[src/rtl/dma_pkg.sv]
package dma_pkg;
  localparam int REG_W = 32;

  localparam logic [1:0] RA_ADDR = 2'd0;
  localparam logic [1:0] RA_BLK  = 2'd1;
  localparam logic [1:0] RA_CTRL = 2'd2;

  localparam int CB_TO_PER = 0;
  localparam int CB_DOWN   = 1;
  localparam int CB_SLICE  = 9;
  localparam int CB_CHAIN  = 10;
  localparam int CB_BUSY   = 24;
  localparam int CB_NOREQ  = 28;

  localparam int CNT_W     = 16;
  localparam int HDR_CNT_W = 8;
  localparam int HDR_END   = 23;

  typedef struct packed {
    logic bypass;
    logic chain;
    logic slice;
    logic down;
    logic to_per;
  } ctrl_t;

  typedef enum logic [1:0] {ST_IDLE, ST_WAIT, ST_HDR, ST_MOVE} seq_st_e;
endpackage

[src/rtl/dma_regs.sv]
module dma_regs
  import dma_pkg::*;
#(
  parameter int ADDR_W = 24
) (
  input  logic              clk_i,
  input  logic              rst_ni,
  input  logic              we_i,
  input  logic [1:0]        addr_i,
  input  logic [REG_W-1:0]  wdata_i,
  input  logic              busy_i,
  input  logic [ADDR_W-1:0] cur_addr_i,
  output ctrl_t             ctrl_o,
  output logic [REG_W-1:0]  blk_o,
  output logic              start_o,
  output logic              base_we_o,
  output logic [REG_W-1:0]  rdata_o
);
  ctrl_t             ctrl_q;
  logic [REG_W-1:0]  blk_q;
  logic [REG_W-1:0]  ctrl_word;
  logic [REG_W-1:0]  addr_word;
  logic              wr_ok;

  assign wr_ok     = we_i && !busy_i;
  assign start_o   = wr_ok && (addr_i == RA_CTRL) && wdata_i[CB_BUSY];
  assign base_we_o = wr_ok && (addr_i == RA_ADDR);

  always_ff @(posedge clk_i or negedge rst_ni) begin
    if (!rst_ni) begin
      ctrl_q <= '0;
      blk_q  <= '0;
    end else if (wr_ok) begin
      if (addr_i == RA_BLK) blk_q <= wdata_i;
      if (addr_i == RA_CTRL) begin
        ctrl_q.to_per <= wdata_i[CB_TO_PER];
        ctrl_q.down   <= wdata_i[CB_DOWN];
        ctrl_q.slice  <= wdata_i[CB_SLICE];
        ctrl_q.chain  <= wdata_i[CB_CHAIN];
        ctrl_q.bypass <= wdata_i[CB_NOREQ];
      end
    end
  end

  always_comb begin
    ctrl_word            = '0;
    ctrl_word[CB_TO_PER] = ctrl_q.to_per;
    ctrl_word[CB_DOWN]   = ctrl_q.down;
    ctrl_word[CB_SLICE]  = ctrl_q.slice;
    ctrl_word[CB_CHAIN]  = ctrl_q.chain;
    ctrl_word[CB_NOREQ]  = ctrl_q.bypass;
    ctrl_word[CB_BUSY]   = busy_i;
  end

  generate
    if (ADDR_W < REG_W) begin : g_pad
      assign addr_word = {{(REG_W-ADDR_W){1'b0}}, cur_addr_i};
    end else begin : g_full
      assign addr_word = cur_addr_i;
    end
  endgenerate

  always_comb begin
    case (addr_i)
      RA_ADDR: rdata_o = addr_word;
      RA_BLK:  rdata_o = blk_q;
      RA_CTRL: rdata_o = ctrl_word;
      default: rdata_o = '0;
    endcase
  end

  assign ctrl_o = ctrl_q;
  assign blk_o  = blk_q;
endmodule

[src/rtl/dma_addr_gen.sv]
module dma_addr_gen #(
  parameter int ADDR_W = 24
) (
  input  logic              clk_i,
  input  logic              rst_ni,
  input  logic              load_i,
  input  logic [ADDR_W-1:2] load_val_i,
  input  logic              step_i,
  input  logic              down_i,
  output logic [ADDR_W-1:0] addr_o
);
  localparam int WA_W = ADDR_W - 2;

  logic [WA_W-1:0] wa_q;

  always_ff @(posedge clk_i or negedge rst_ni) begin
    if (!rst_ni)     wa_q <= '0;
    else if (load_i) wa_q <= load_val_i;
    else if (step_i) wa_q <= down_i ? wa_q - WA_W'(1) : wa_q + WA_W'(1);
  end

  assign addr_o = {wa_q, 2'b00};
endmodule

[src/rtl/dma_seq.sv]
module dma_seq
  import dma_pkg::*;
#(
  parameter int ADDR_W = 24
) (
  input  logic              clk_i,
  input  logic              rst_ni,
  input  logic              start_i,
  input  ctrl_t             ctrl_i,
  input  logic [REG_W-1:0]  blk_i,
  input  logic              per_req_i,
  input  logic [REG_W-1:2]  hdr_i,
  output logic              busy_o,
  output logic              done_o,
  output logic              move_o,
  output logic              hdr_o,
  output logic              step_o,
  output logic              down_o,
  output logic              load_o,
  output logic [ADDR_W-1:2] next_addr_o
);
  seq_st_e            st_q;
  logic [CNT_W-1:0]   words_q;
  logic [CNT_W-1:0]   slices_q;
  logic               end_q;
  logic [ADDR_W-1:2]  next_q;
  logic               done_q;

  logic [CNT_W-1:0]     blk_words, blk_slices;
  logic [HDR_CNT_W-1:0] hdr_cnt;
  logic                 hdr_end, hdr_empty;
  logic [ADDR_W-1:2]    hdr_next;
  logic                 go, last_word, no_work;

  assign blk_words  = blk_i[CNT_W-1:0];
  assign blk_slices = blk_i[2*CNT_W-1:CNT_W];
  assign hdr_cnt    = hdr_i[REG_W-1:REG_W-HDR_CNT_W];
  assign hdr_end    = hdr_i[HDR_END];
  assign hdr_empty  = (hdr_cnt == '0);
  assign hdr_next   = (ADDR_W-2)'(hdr_i[HDR_END:2]);

  assign go        = per_req_i || ctrl_i.bypass;
  assign last_word = (words_q == CNT_W'(1));
  // only true on the first wait: later slice waits always hold a reloaded count
  assign no_work   = !ctrl_i.chain &&
                     ((words_q == '0) || (ctrl_i.slice && slices_q == '0));

  always_ff @(posedge clk_i or negedge rst_ni) begin
    if (!rst_ni) begin
      st_q     <= ST_IDLE;
      words_q  <= '0;
      slices_q <= '0;
      end_q    <= 1'b0;
      next_q   <= '0;
      done_q   <= 1'b0;
    end else begin
      done_q <= 1'b0;
      unique case (st_q)
        ST_IDLE: if (start_i) begin
          st_q     <= ST_WAIT;
          words_q  <= blk_words;
          slices_q <= blk_slices;
        end
        ST_WAIT: begin
          if (no_work) begin
            st_q   <= ST_IDLE;
            done_q <= 1'b1;
          end else if (go) begin
            st_q <= ctrl_i.chain ? ST_HDR : ST_MOVE;
          end
        end
        ST_HDR: begin
          if (hdr_empty) begin
            st_q <= hdr_end ? ST_IDLE : ST_WAIT;
            done_q <= hdr_end;
          end else begin
            st_q    <= ST_MOVE;
            words_q <= CNT_W'(hdr_cnt);
            end_q   <= hdr_end;
            next_q  <= hdr_next;
          end
        end
        ST_MOVE: begin
          if (!last_word) begin
            words_q <= words_q - CNT_W'(1);
          end else if (ctrl_i.chain) begin
            st_q   <= end_q ? ST_IDLE : ST_WAIT;
            done_q <= end_q;
          end else if (ctrl_i.slice && slices_q != CNT_W'(1)) begin
            st_q     <= ST_WAIT;
            slices_q <= slices_q - CNT_W'(1);
            words_q  <= blk_words;
          end else begin
            st_q   <= ST_IDLE;
            done_q <= 1'b1;
          end
        end
        default: st_q <= ST_IDLE;
      endcase
    end
  end

  assign busy_o      = (st_q != ST_IDLE);
  assign done_o      = done_q;
  assign move_o      = (st_q == ST_MOVE);
  assign hdr_o       = (st_q == ST_HDR);
  assign step_o      = move_o || (hdr_o && !hdr_empty);
  assign down_o      = ctrl_i.down && !ctrl_i.chain;
  assign load_o      = (move_o && last_word && ctrl_i.chain && !end_q) ||
                       (hdr_o && hdr_empty && !hdr_end);
  assign next_addr_o = hdr_o ? hdr_next : next_q;
endmodule

[src/rtl/dma_channel.sv]
module dma_channel
  import dma_pkg::*;
#(
  parameter int ADDR_W = 24
) (
  input  logic              clk_i,
  input  logic              rst_ni,
  input  logic              reg_we_i,
  input  logic [1:0]        reg_addr_i,
  input  logic [31:0]       reg_wdata_i,
  output logic [31:0]       reg_rdata_o,
  output logic              mem_req_o,
  output logic              mem_we_o,
  output logic [ADDR_W-1:0] mem_addr_o,
  output logic [31:0]       mem_wdata_o,
  input  logic [31:0]       mem_rdata_i,
  input  logic              per_req_i,
  output logic              per_wr_o,
  output logic [31:0]       per_wdata_o,
  output logic              per_rd_o,
  input  logic [31:0]       per_rdata_i,
  output logic              done_o
);
  ctrl_t              ctrl;
  logic [REG_W-1:0]   blk;
  logic               start, base_we, busy, move, hdr, step, down, seq_load;
  logic [ADDR_W-1:2]  next_addr;
  logic [ADDR_W-1:0]  cur_addr;
  logic               to_per, byp_w;

  dma_regs #(.ADDR_W(ADDR_W)) u_regs (
    .clk_i, .rst_ni,
    .we_i       (reg_we_i),
    .addr_i     (reg_addr_i),
    .wdata_i    (reg_wdata_i),
    .busy_i     (busy),
    .cur_addr_i (cur_addr),
    .ctrl_o     (ctrl),
    .blk_o      (blk),
    .start_o    (start),
    .base_we_o  (base_we),
    .rdata_o    (reg_rdata_o)
  );

  dma_seq #(.ADDR_W(ADDR_W)) u_seq (
    .clk_i, .rst_ni,
    .start_i     (start),
    .ctrl_i      (ctrl),
    .blk_i       (blk),
    .per_req_i   (per_req_i),
    .hdr_i       (mem_rdata_i[31:2]),
    .busy_o      (busy),
    .done_o      (done_o),
    .move_o      (move),
    .hdr_o       (hdr),
    .step_o      (step),
    .down_o      (down),
    .load_o      (seq_load),
    .next_addr_o (next_addr)
  );

  dma_addr_gen #(.ADDR_W(ADDR_W)) u_addr (
    .clk_i, .rst_ni,
    .load_i     (base_we || seq_load),
    .load_val_i (base_we ? reg_wdata_i[ADDR_W-1:2] : next_addr),
    .step_i     (step),
    .down_i     (down),
    .addr_o     (cur_addr)
  );

  // chain payloads always flow toward the peripheral
  assign to_per      = ctrl.to_per || ctrl.chain;
  assign byp_w       = ctrl.bypass;

  assign mem_req_o   = move || hdr;
  assign mem_we_o    = move && !to_per;
  assign mem_addr_o  = cur_addr;
  assign mem_wdata_o = per_rdata_i;
  assign per_wr_o    = move && to_per;
  assign per_wdata_o = mem_rdata_i;
  assign per_rd_o    = move && !to_per;
endmodule

[config.mk]
export PLATFORM = sky130hd
export DESIGN_NAME = dma_channel
export DESIGN_NICKNAME = d
export VERILOG_FILES = /design/src/rtl/dma_pkg.sv /design/src/rtl/dma_regs.sv /design/src/rtl/dma_addr_gen.sv /design/src/rtl/dma_seq.sv /design/src/rtl/dma_channel.sv
export SDC_FILE = /design/constraint.sdc
export NUM_CORES = 1
export LEC_CHECK = 0
export CORE_UTILIZATION = 50
export DETAILED_ROUTE_END_ITERATION = 10
export DONT_BUFFER_PORTS = 1
export HOLD_SLACK_MARGIN = 0.02
export SYNTH_ARGS = -nofsm -noshare
export SYNTH_HDL_FRONTEND = slang
export SYNTH_SLANG_ARGS = --single-unit
[constraint.sdc]
create_clock -name clk_i -period 4.9 [get_ports clk_i]
set_input_delay 0.98 -clock clk_i [delete_from_list [all_inputs] [get_ports clk_i]]
set_output_delay 0.98 -clock clk_i [all_outputs]
set_load 0.01 [all_outputs]
==> reports/qor.yml, run 1 <==
flow_run:
  cap_violations: 0
pwr:
  max-vdd-ir-drop_v: 0.000361
  power.leakage_nw: 3.44
  p_total_w: 0.00591
  pwr_density_cell_nw_per_um2: 701
synthesis:
  synth_top_area_share_pct: 35.1
  synth_largest_area_cell: "dfrtp_1"
  ys_seq_elements: 116
  synth-edff-count: 0
  ys_types: 77
  postSynth.asyncResetShare_pct: 100
  yosysWarnings: 0
  syn_avg_cell_area_um2: 8.99
  synthCells: 921
  syn-cell-area_um2: 8280
  synth_flop_cell: "dfrtp_1"
  yosys-top-cells-area: "dfrtp_1 35%, mux2_2 8.2%, mux2i_1 7.0%"
  ys_seq_area_share_pct: 35.1
global_routing:
  grt_pass1_vias: 6516
  globalRouteOverflowTotal: 0
  grt_max_degree: 117
  antenna_found_initial: 0
  grt_use_total_pct: 29.2
  grt_pass1_wl_mm: 37.4
cells_and_area:
  ff_latch_area_um2: 2900
  final_common_cell: "dfrtp_1"
  antenna_cells: 0
  area_growth_pct: 1.92
  final_cell_mix: "116 x dfrtp_1, 67 x nor2_1, 64 x o21ai_0"
  layout-drive-gt1-share_pct: 14.6
  nFillCells: 1497
  fin_nets: 928
  multiInputGateArea_um2: 4500
setup_path:
  criticalPathCategory: "reg -> reg"
  r2r_end: "u_addr.wa_q[14]"
  critical_path.endpoint: "u_addr.wa_q[14]"
  slowest_delay_ns: 0.68
  reg2reg_from: "u_regs.ctrl_o[3]"
  worst_setup_path_start_kind: "register"
  critical_path_arrival_ns: 3.74
  cp_data_required_time_ns: 5.19
  r2r_setup_slack_ns: 1.45
  slowest_stage: "nand2b_1"
  end_kind: "register"
  reg2reg_depth: 9
  crit_chain: "nand2b_1 > xnor2_1 > ha_1 > nor4_4 > a21oi_1 > a2bb2o_1 > o31a_1 > and3_1 > or3_1"
  worst-path-max-fanout: 20
  cp-startpoint: "u_regs.ctrl_o[3]"
route:
  drtIter0Drc: 673
  first_pass_iters: 6
  drt-total-wl_mm: 24.5
  route.detailed.drc: 0
  via_per_inst: 6.66
  ant_nets: 0
  avgRoutedWirePerCell_um: 23.5
  num_vias: 6942
clocking:
  cts_sinks: 116
  hold_buffers: 0
  cts_tree: "yes"
  cts_repair_resize_count: 0
  clk_latency_ns: 0.42
  htreeDepth: 4
  clk_pin_slew_ns: 0.05
  cts_buffer_depth: 2
  cts_buffers: 17
  post-cts-setup-buffer-count: 0
  root_buffer: "clkbuf_16"
placement:
  portBuffers: 0
  gp_congestion: 0.895
  detailed_place_hpwl_mm: 17.7
timing:
  finClkSkew_ns: 0.0115
  whs_ns: 0.257
  slew_headroom_pct: 27.0
  finalSetupViolCount: 0
  worst_slew_pin_slew_ns: 1.09
  drv_slew: 0
  clock.fmax_mhz: 290
  rsz0062_at_grt: "no"
  fin_crit_sh_pct: 70.3
  fin_crit_ns: 3.45
  hold_violations: 0
  fin_tns_setup_ns: 0
floorplan:
  io_pins: 227
  dieWidth_um: 131
  std_cell_rows: 46
  start_util_pct: 51.7
  coreArea_um2: 16000
  die_h_um: 131
  die-area_um2: 17100
run_status:
  status: "finished clean"
hold_path:
  hp-class: "in -> async"
## critical path: cells and delay by family (launching register included)
family	cells	cell delay (ns)
AO/OA/AOI/OAI	3	0.96
XOR/XNOR	1	0.19
flip-flops	1	0.59
adder cells (fa/ha/maj)	1	0.28
AND/OR/NAND/NOR	4	1.30
## logic make-up after synthesis
logic type,after synthesis,share of synthesized area [%]
buf+inv,162,10.8
compound gates,206,16.8
xor+xnor,2,0.212
simple gates,303,19.9
fa+ha+maj,12,1.81
flops,116,35.1
other cells,1,0.0453
mux,119,15.4
## layer usage
metal | vias to the layer above | GRT usage [%] | part of all wire (%)
li1 | 3142 | - | -
met1 | 3455 | 37.9 | 42
met2 | 294 | 47.7 | 49
met3 | 51 | 7.21 | 7.1
met4 | 0 | 9.80 | 2.2
met5 | - | 0 | 0
## cells in the mapped netlist (3+ instances only)
library cell and count:
a211o_1 4, a21o_1 3, a21oi_1 29, a221oi_1 9, a222oi_1 3, a22o_1 7, a22oi_1 9, a2bb2oi_1 4
a31o_2 4, a31oi_1 13, a32oi_1 8, a41oi_1 3, and2_1 14, and3_1 11, and4_1 4, buf_1 7
buf_2 19, buf_4 68, clkbuf_1 38, dfrtp_1 116, ha_1 12, inv_1 29, mux2_2 60, mux2i_1 58
nand2_1 63, nand2b_1 5, nand3_1 30, nand4_1 19, nor2_1 67, nor2b_1 8, nor3_1 24, nor4_1 15
nor4_2 3, nor4b_1 4, o211ai_1 4, o21ai_0 64, o22ai_1 13, o31ai_1 5, or2_2 3, or3_1 8
or4_1 10
## area by class of cell
class | instances | share of cell area [%]
multi-input cells | 644 | 53.4
flip-flops and latches | 116 | 34.4
clock buffers | 20 | 5.30
well taps | 216 | 3.20
clock inverters | 12 | 1.85
inverters | 29 | 1.29
repair buffers | 6 | 0.534
## flip-flops by register name (all words and copies together), names as in the netlist
| register | flops |
|---|---|
| u_seq.done_o | 1 |
| u_seq.st_q | 2 |
| u_regs.ctrl_o | 5 |
| u_seq.next_q | 22 |
| u_addr.wa_q | 22 |
| u_seq.words_q | 16 |
| u_regs.blk_o | 32 |
| u_seq.slices_q | 16 |
## power breakdown
part           switching, W  internal (W)  total (W)
combinational       0.00149       0.00106    0.00255
clock              0.000468      0.000812    0.00128
sequential         0.000673       0.00141    0.00209
## worst min path at each step
stage | slack (ns) | cells after the start | endpoint
6_report | 0.26 | 0 | u_seq.words_q[9]
3_3_place_gp | 0.49 | 1 | u_seq.next_q[13]
5_1_grt | 0.23 | 0 | u_seq.words_q[2]
3_5_place_dp | 0.49 | 1 | u_seq.next_q[6]
2_1_floorplan | 0.47 | 2 | u_seq.next_q[23]
4_1_cts | 0.24 | 0 | u_seq.words_q[2]
## per-stage QoR
step / util (%) / instances / worst slack (ns) / instance area [µm²]
after floorplan: - / 922 / 1.90 / 8280
after global placement: 48.9 / 1011 / 1.56 / 7830
after detailed placement: 48.9 / 1011 / 1.47 / 7830
after CTS: 52.7 / 1043 / 1.49 / 8430
after global routing: 52.7 / 1043 / 1.19 / 8430
final: 52.7 / 1043 / 1.45 / 8430
(Power assumes the default switching activity.)
==> run 2, diff against run 1 <==
Settings changed: PLACE_DENSITY from default to 0.68.
Clock period 4.9 ns to 2.94 ns, I/O delays scaled along.
==> run 2 against run 1 <==
The flow now finishes with violations (hold timing); fmax increased by 28%; sequential share of layout area is 1.4 points lower; die area is the same.
==> reports/qor.yml, run 2 (same netlist as run 1, synthesis figures left out) <==
run_status:
  status: "finished, violations left"
  violations: "hold timing"
timing:
  fin_tns_setup_ns: 0  # unchanged
  rsz0062_at_grt: "no"
  fin_crit_ns: 2.68  # -0.762 ns
  finalSetupViolCount: 0  # unchanged
  drv_slew: 0  # unchanged
  clock.fmax_mhz: 372  # +28%
  fin_crit_sh_pct: 91.3  # +21 points
  whs_ns: -0.135  # -0.392 ns
  worst_slew_pin_slew_ns: 0.833  # -0.257 ns
  slew_headroom_pct: 44.3  # +17 points
  hold_violations: 116  # +116
  finClkSkew_ns: 0.00836  # -0.00311 ns
pwr:
  pwr_density_cell_nw_per_um2: 1170  # +66%
  p_total_w: 0.0102  # +73%
  power.leakage_nw: 3.66  # +6.4%
  max-vdd-ir-drop_v: 0.000539  # +49%
setup_path:
  reg2reg_depth: 9  # unchanged
  critical_path.endpoint: "u_addr.wa_q[14]"
  slowest_delay_ns: 0.53  # -0.15 ns
  criticalPathCategory: "reg -> reg"
  r2r_end: "u_addr.wa_q[14]"
  cp-startpoint: "u_regs.ctrl_o[3]"
  r2r_setup_slack_ns: 0.26  # -1.20 ns
  crit_chain: "nand2b_1 > xnor2_1 > ha_1 > nor4_4 > a21oi_1 > or4_1 > o31a_1 > and3_1 > or3_1"
  end_kind: "register"
  worst-path-max-fanout: 4  # -80%
  critical_path_arrival_ns: 2.98  # -0.76 ns
  slowest_stage: "or4_1"
  worst_setup_path_start_kind: "register"
  reg2reg_from: "u_regs.ctrl_o[3]"
  cp_data_required_time_ns: 3.24  # -1.95 ns
cells_and_area:
  antenna_cells: 0  # unchanged
  area_growth_pct: 6.14
  final_cells: 1081  # +3.6%
  fin_nets: 966  # +4.1%
  final_util_pct: 54.9  # +2.2 points
  final_area_um2: 8780  # +4.1%
  nFillCells: 1488  # -0.60%
  layout-drive-gt1-share_pct: 18.6  # +4.0 points
  final_common_cell: "dfrtp_1"
  largest_reg_flops: 32  # unchanged
  final_cell_mix: "116 x dfrtp_1, 67 x nor2_1, 64 x o21ai_0"
route:
  route.detailed.drc: 0  # unchanged
  drt-total-wl_mm: 24.0  # -2.2%
  num_vias: 6980  # +0.55%
  avgRoutedWirePerCell_um: 22.2  # -5.6%
  ant_nets: 0  # unchanged
  first_pass_iters: 5  # -1
  drtIter0Drc: 709  # +5.3%
  via_per_inst: 6.46  # -3.0%
clocking:
  clk_latency_ns: 0.42  # about the same
  post-cts-setup-buffer-count: 0  # unchanged
  cts_buffer_depth: 2  # unchanged
  cts_tree: "yes"
  clk_pin_slew_ns: 0.06  # about the same
  cts_buffers: 17  # unchanged
  cts_sinks: 116  # unchanged
  cts_repair_resize_count: 0  # unchanged
  root_buffer: "clkbuf_16"
  htreeDepth: 4  # unchanged
global_routing:
  grt_pass1_wl_mm: 37.4  # about the same
  grt_pass1_vias: 6736  # +3.4%
  globalRouteOverflowTotal: 0  # unchanged
  antenna_found_initial: 0  # unchanged
  met2_usage_pct: 45.9  # -1.8 points
  busiest_layer: "met2"
  use_met3_pct: 9.61  # +2.4 points
  grt_use_total_pct: 28.9  # -0.33 points
  grt_max_degree: 117  # unchanged
  grt_use_met1_pct: 36.6  # -1.3 points
floorplan:
  std_cell_rows: 46  # unchanged
  coreArea_um2: 16000  # unchanged
  die-area_um2: 17100  # unchanged
  die_h_um: 131  # unchanged
  start_util_pct: 51.7  # unchanged
  io_pins: 227  # unchanged
  dieWidth_um: 131  # unchanged
placement:
  portBuffers: 0  # unchanged
  dp.cells: 1049  # +3.8%
  gp_congestion: 0.943  # +5.4%
  detailed_place_hpwl_mm: 17.2  # -2.5%
  dpl-instance-area_um2: 8120  # +3.6%
hold_path:
  hp-class: "in -> async"
flow_run:
  cap_violations: 0  # unchanged
-- run 2: changes by cell type in the layout (fill, tap and decap cells not counted), sizes merged --
cell | previous run | this run
inv | 29 | 30
buf | 6 | 44
bufinv | 3 | 5
clkinv | 5 | 3
clkinvlp | 4 | 3
-- run 2: worst min-delay path by stage --
stage,start,endpoint,cells after the start,slack [ns]
floorplan,rst_ni,u_addr.wa_q[0],0,0.29
CTS,rst_ni,u_seq.slices_q[7],0,-0.14
global route,rst_ni,u_regs.blk_o[29],0,-0.16
detailed placement,rst_ni,u_seq.words_q[6],0,0.30
global placement,rst_ni,u_seq.words_q[6],0,0.30
finish,rst_ni,u_seq.words_q[6],0,-0.14
-- run 2: layout make-up --
class	count	area [µm²]	share of cell area, %
Multi-Input combinational cell	644	4500	51.3
Sequential cell	116	2900	33.0
Clock buffer	20	467	5.31
Timing Repair Buffer	44	330	3.76
Tap cell	216	270	3.08
Clock inverter	12	200	2.28
Inverter	29	109	1.24
-- run 2: power breakdown --
part           total [W]  switching, W  leakage (nW)  internal, W
clock network    0.00234      0.000766         0.319      0.00157
logic            0.00465       0.00269          1.96      0.00196
registers        0.00325      0.000895          1.38      0.00236
-- run 2: worst max-delay path, delay by kind of cell, from the launching register on --
| family | cells | cell delay, ns |
|---|---|---|
| compound gates | 2 | 0.33 |
| simple gates | 5 | 1.48 |
| fa+ha+maj | 1 | 0.24 |
| xor+xnor | 1 | 0.14 |
| flops | 1 | 0.38 |
-- run 2: stage by stage --
stage	setup slack (ns)	hold slack, ns
after global routing	0.101	-0.157
final	0.255	-0.135
after floorplan	0.0257	0.292
after CTS	0.270	-0.144
after global placement	0.352	0.297
after detailed placement	0.292	0.298
-- run 2: metal layers --
layer	vias up	routed length, µm
met1	3484	9830
li1	3197	-
met4	0	514
met5	-	0
met3	43	2190
met2	256	11400
==> run 3, diff against run 2 <==
Settings changed: MAX_ROUTING_LAYER from default to met4, PLACE_DENSITY 0.68 to default.
Clock period 2.94 ns to 2.8 ns, I/O delays scaled along.
==> run 3 against run 2 <==
The run still ends with hold timing left; power up 6.1%; fmax up 2.8%; critical endpoint is now u_addr.wa_q[9]; critical path depth down 1; sequential share of layout area down 0.19 points; core utilization up 0.32 points; first-iteration DRC count up 11%; sequential power up 6%; flip-flop and latch count unchanged; worst setup slack worse by 0.067 ns; routed wire length up 7.1%.
==> reports/qor.yml, run 3 (same netlist as run 1, synthesis figures left out) <==
run_status:
  status: "finished, violations left"
  violations: "hold timing"
floorplan:
  std_cell_rows: 46  # unchanged
  start_util_pct: 51.7  # unchanged
  io_pins: 227  # unchanged
  die-area_um2: 17100  # unchanged
  die_h_um: 131  # unchanged
  coreArea_um2: 16000  # unchanged
  dieWidth_um: 131  # unchanged
clocking:
  htreeDepth: 4  # unchanged
  cts_buffers: 17  # unchanged
  cts_sinks: 116  # unchanged
  cts_tree: "yes"
  post-cts-setup-buffer-count: 0  # unchanged
  clk_pin_slew_ns: 0.06  # about the same
  root_buffer: "clkbuf_16"
  cts_buffer_depth: 2  # unchanged
  clk_latency_ns: 0.43  # about the same
timing:
  worst_slew_pin_slew_ns: 0.839  # +0.00620 ns
  finClkSkew_ns: 0.0127  # +0.00439 ns
  clock.fmax_mhz: 383  # +2.8%
  hold_violations: 116  # unchanged
  drv_slew: 0  # unchanged
  fin_crit_sh_pct: 93.3  # +1.9 points
  rsz0062_at_grt: "no"
  whs_ns: -0.174  # -0.0388 ns
  fin_crit_ns: 2.61  # -0.0734 ns
  slew_headroom_pct: 43.9  # -0.42 points
  finalSetupViolCount: 0  # unchanged
  fin_tns_setup_ns: 0  # unchanged
setup_path:
  crit_top_cell: "buf_4"
  worst-path-max-fanout: 17  # +13
  cp-startpoint: "u_seq.st_q[1]"
  reg2reg_from: "u_seq.st_q[1]"
  slowest_stage: "nor4bb_4"
  worst_setup_path_start_kind: "register"
  crit_chain: "inv_1 > ha_1 > nor4bb_4 > buf_4 > or3_1 > buf_4 > o21ai_0 > a2bb2oi_1"
  crit_buf_inv: 3  # +3
  end_kind: "register"
  slowest_delay_ns: 0.46  # -0.07 ns
  cp_data_required_time_ns: 3.14  # -0.10 ns
  critical_path_arrival_ns: 2.96  # -0.02 ns
  criticalPathCategory: "reg -> reg"
  critPathTopFamily: "simple AND/OR/NAND/NOR gates"
route:
  drtIter0Drc: 787  # +11%
  avgRoutedWirePerCell_um: 23.5  # +6.2%
  via_per_inst: 6.52  # +1.0%
  drt-total-wl_mm: 25.7  # +7.1%
  num_vias: 7109  # +1.8%
  route.detailed.drc: 0  # unchanged
  ant_nets: 0  # unchanged
  first_pass_iters: 5  # unchanged
flow_run:
  cap_violations: 0  # unchanged
cells_and_area:
  area_growth_pct: 6.76
  antenna_cells: 0  # unchanged
  final_cell_mix: "116 x dfrtp_1, 67 x nor2_1, 64 x o21ai_0"
  final_common_cell: "dfrtp_1"
  largest_reg_flops: 32  # unchanged
  fin_nets: 975  # +0.93%
  layout-drive-gt1-share_pct: 19.9  # +1.3 points
placement:
  detailed_place_hpwl_mm: 18.9  # +9.5%
  portBuffers: 0  # unchanged
  gp_congestion: 0.919  # -2.6%
global_routing:
  grt_use_total_pct: 32.1  # +3.2 points
  grt_pass1_vias: 6807  # +1.1%
  grt_pass1_wl_mm: 39.7  # +6.2%
  antenna_found_initial: 0  # unchanged
  globalRouteOverflowTotal: 0  # unchanged
  grt_max_degree: 117  # unchanged
pwr:
  pwr_density_cell_nw_per_um2: 1230  # +5.5%
  p_total_w: 0.0109  # +6.1%
  max-vdd-ir-drop_v: 0.000528  # -2.0%
  power.leakage_nw: 3.70  # +1.0%
hold_path:
  hp-class: "in -> async"
[run 3: timing repair]
action                                  4_1_cts  5_1_grt
endpoints found under the setup margin        0        2
gates resized for setup                       0        1
hold endpoints to repair                    116      116
[run 3: routing by layer]
metal / vias to the layer above / GRT usage (%) / part of all wire, %
met4: 0 / 11.0 / 2.2
met5: - / - / 0
li1: 3219 / - / -
met2: 270 / 50.1 / 48
met3: 52 / 7.21 / 6.7
met1: 3568 / 41.0 / 43
[run 3: through the flow]
step           instances  util, %  instance area, µm²  worst slack [ns]
2_1_floorplan        922        -                8320          0.000996
3_3_place_gp        1058     51.4                8220             0.280
3_5_place_dp        1058     51.4                8220             0.262
4_1_cts             1090     55.2                8830            0.0683
5_1_grt             1090     55.2                8830            0.0567
6_report            1090     55.2                8830             0.189
[run 3: power by group]
part           switching (W)  internal, W
logic                0.00296      0.00215
clock network       0.000831      0.00148
registers           0.000969      0.00248
[run 3: layout make-up]
class                           instances  area [µm²]
Fill cell                            1472        7170
Clock buffer                           18         429
Multi-Input combinational cell        644        4530
Sequential cell                       116        2900
Tap cell                              216         270
Clock inverter                         14         185
Timing Repair Buffer                   53         410
Inverter                               29         109
[run 3: final timing paths]
path	to	slack, ns	cells past startpoint
worst min register to register	u_seq.next_q[19]	0.50	1
worst max register to register	u_addr.wa_q[9]	0.19	8
worst min-delay path	u_seq.words_q[9]	-0.17	0
min in group clk_i	u_seq.next_q[16]	0.28	1
max in group asynchronous	u_addr.wa_q[18]	2.80	0
worst max-delay path	u_addr.wa_q[9]	0.19	8
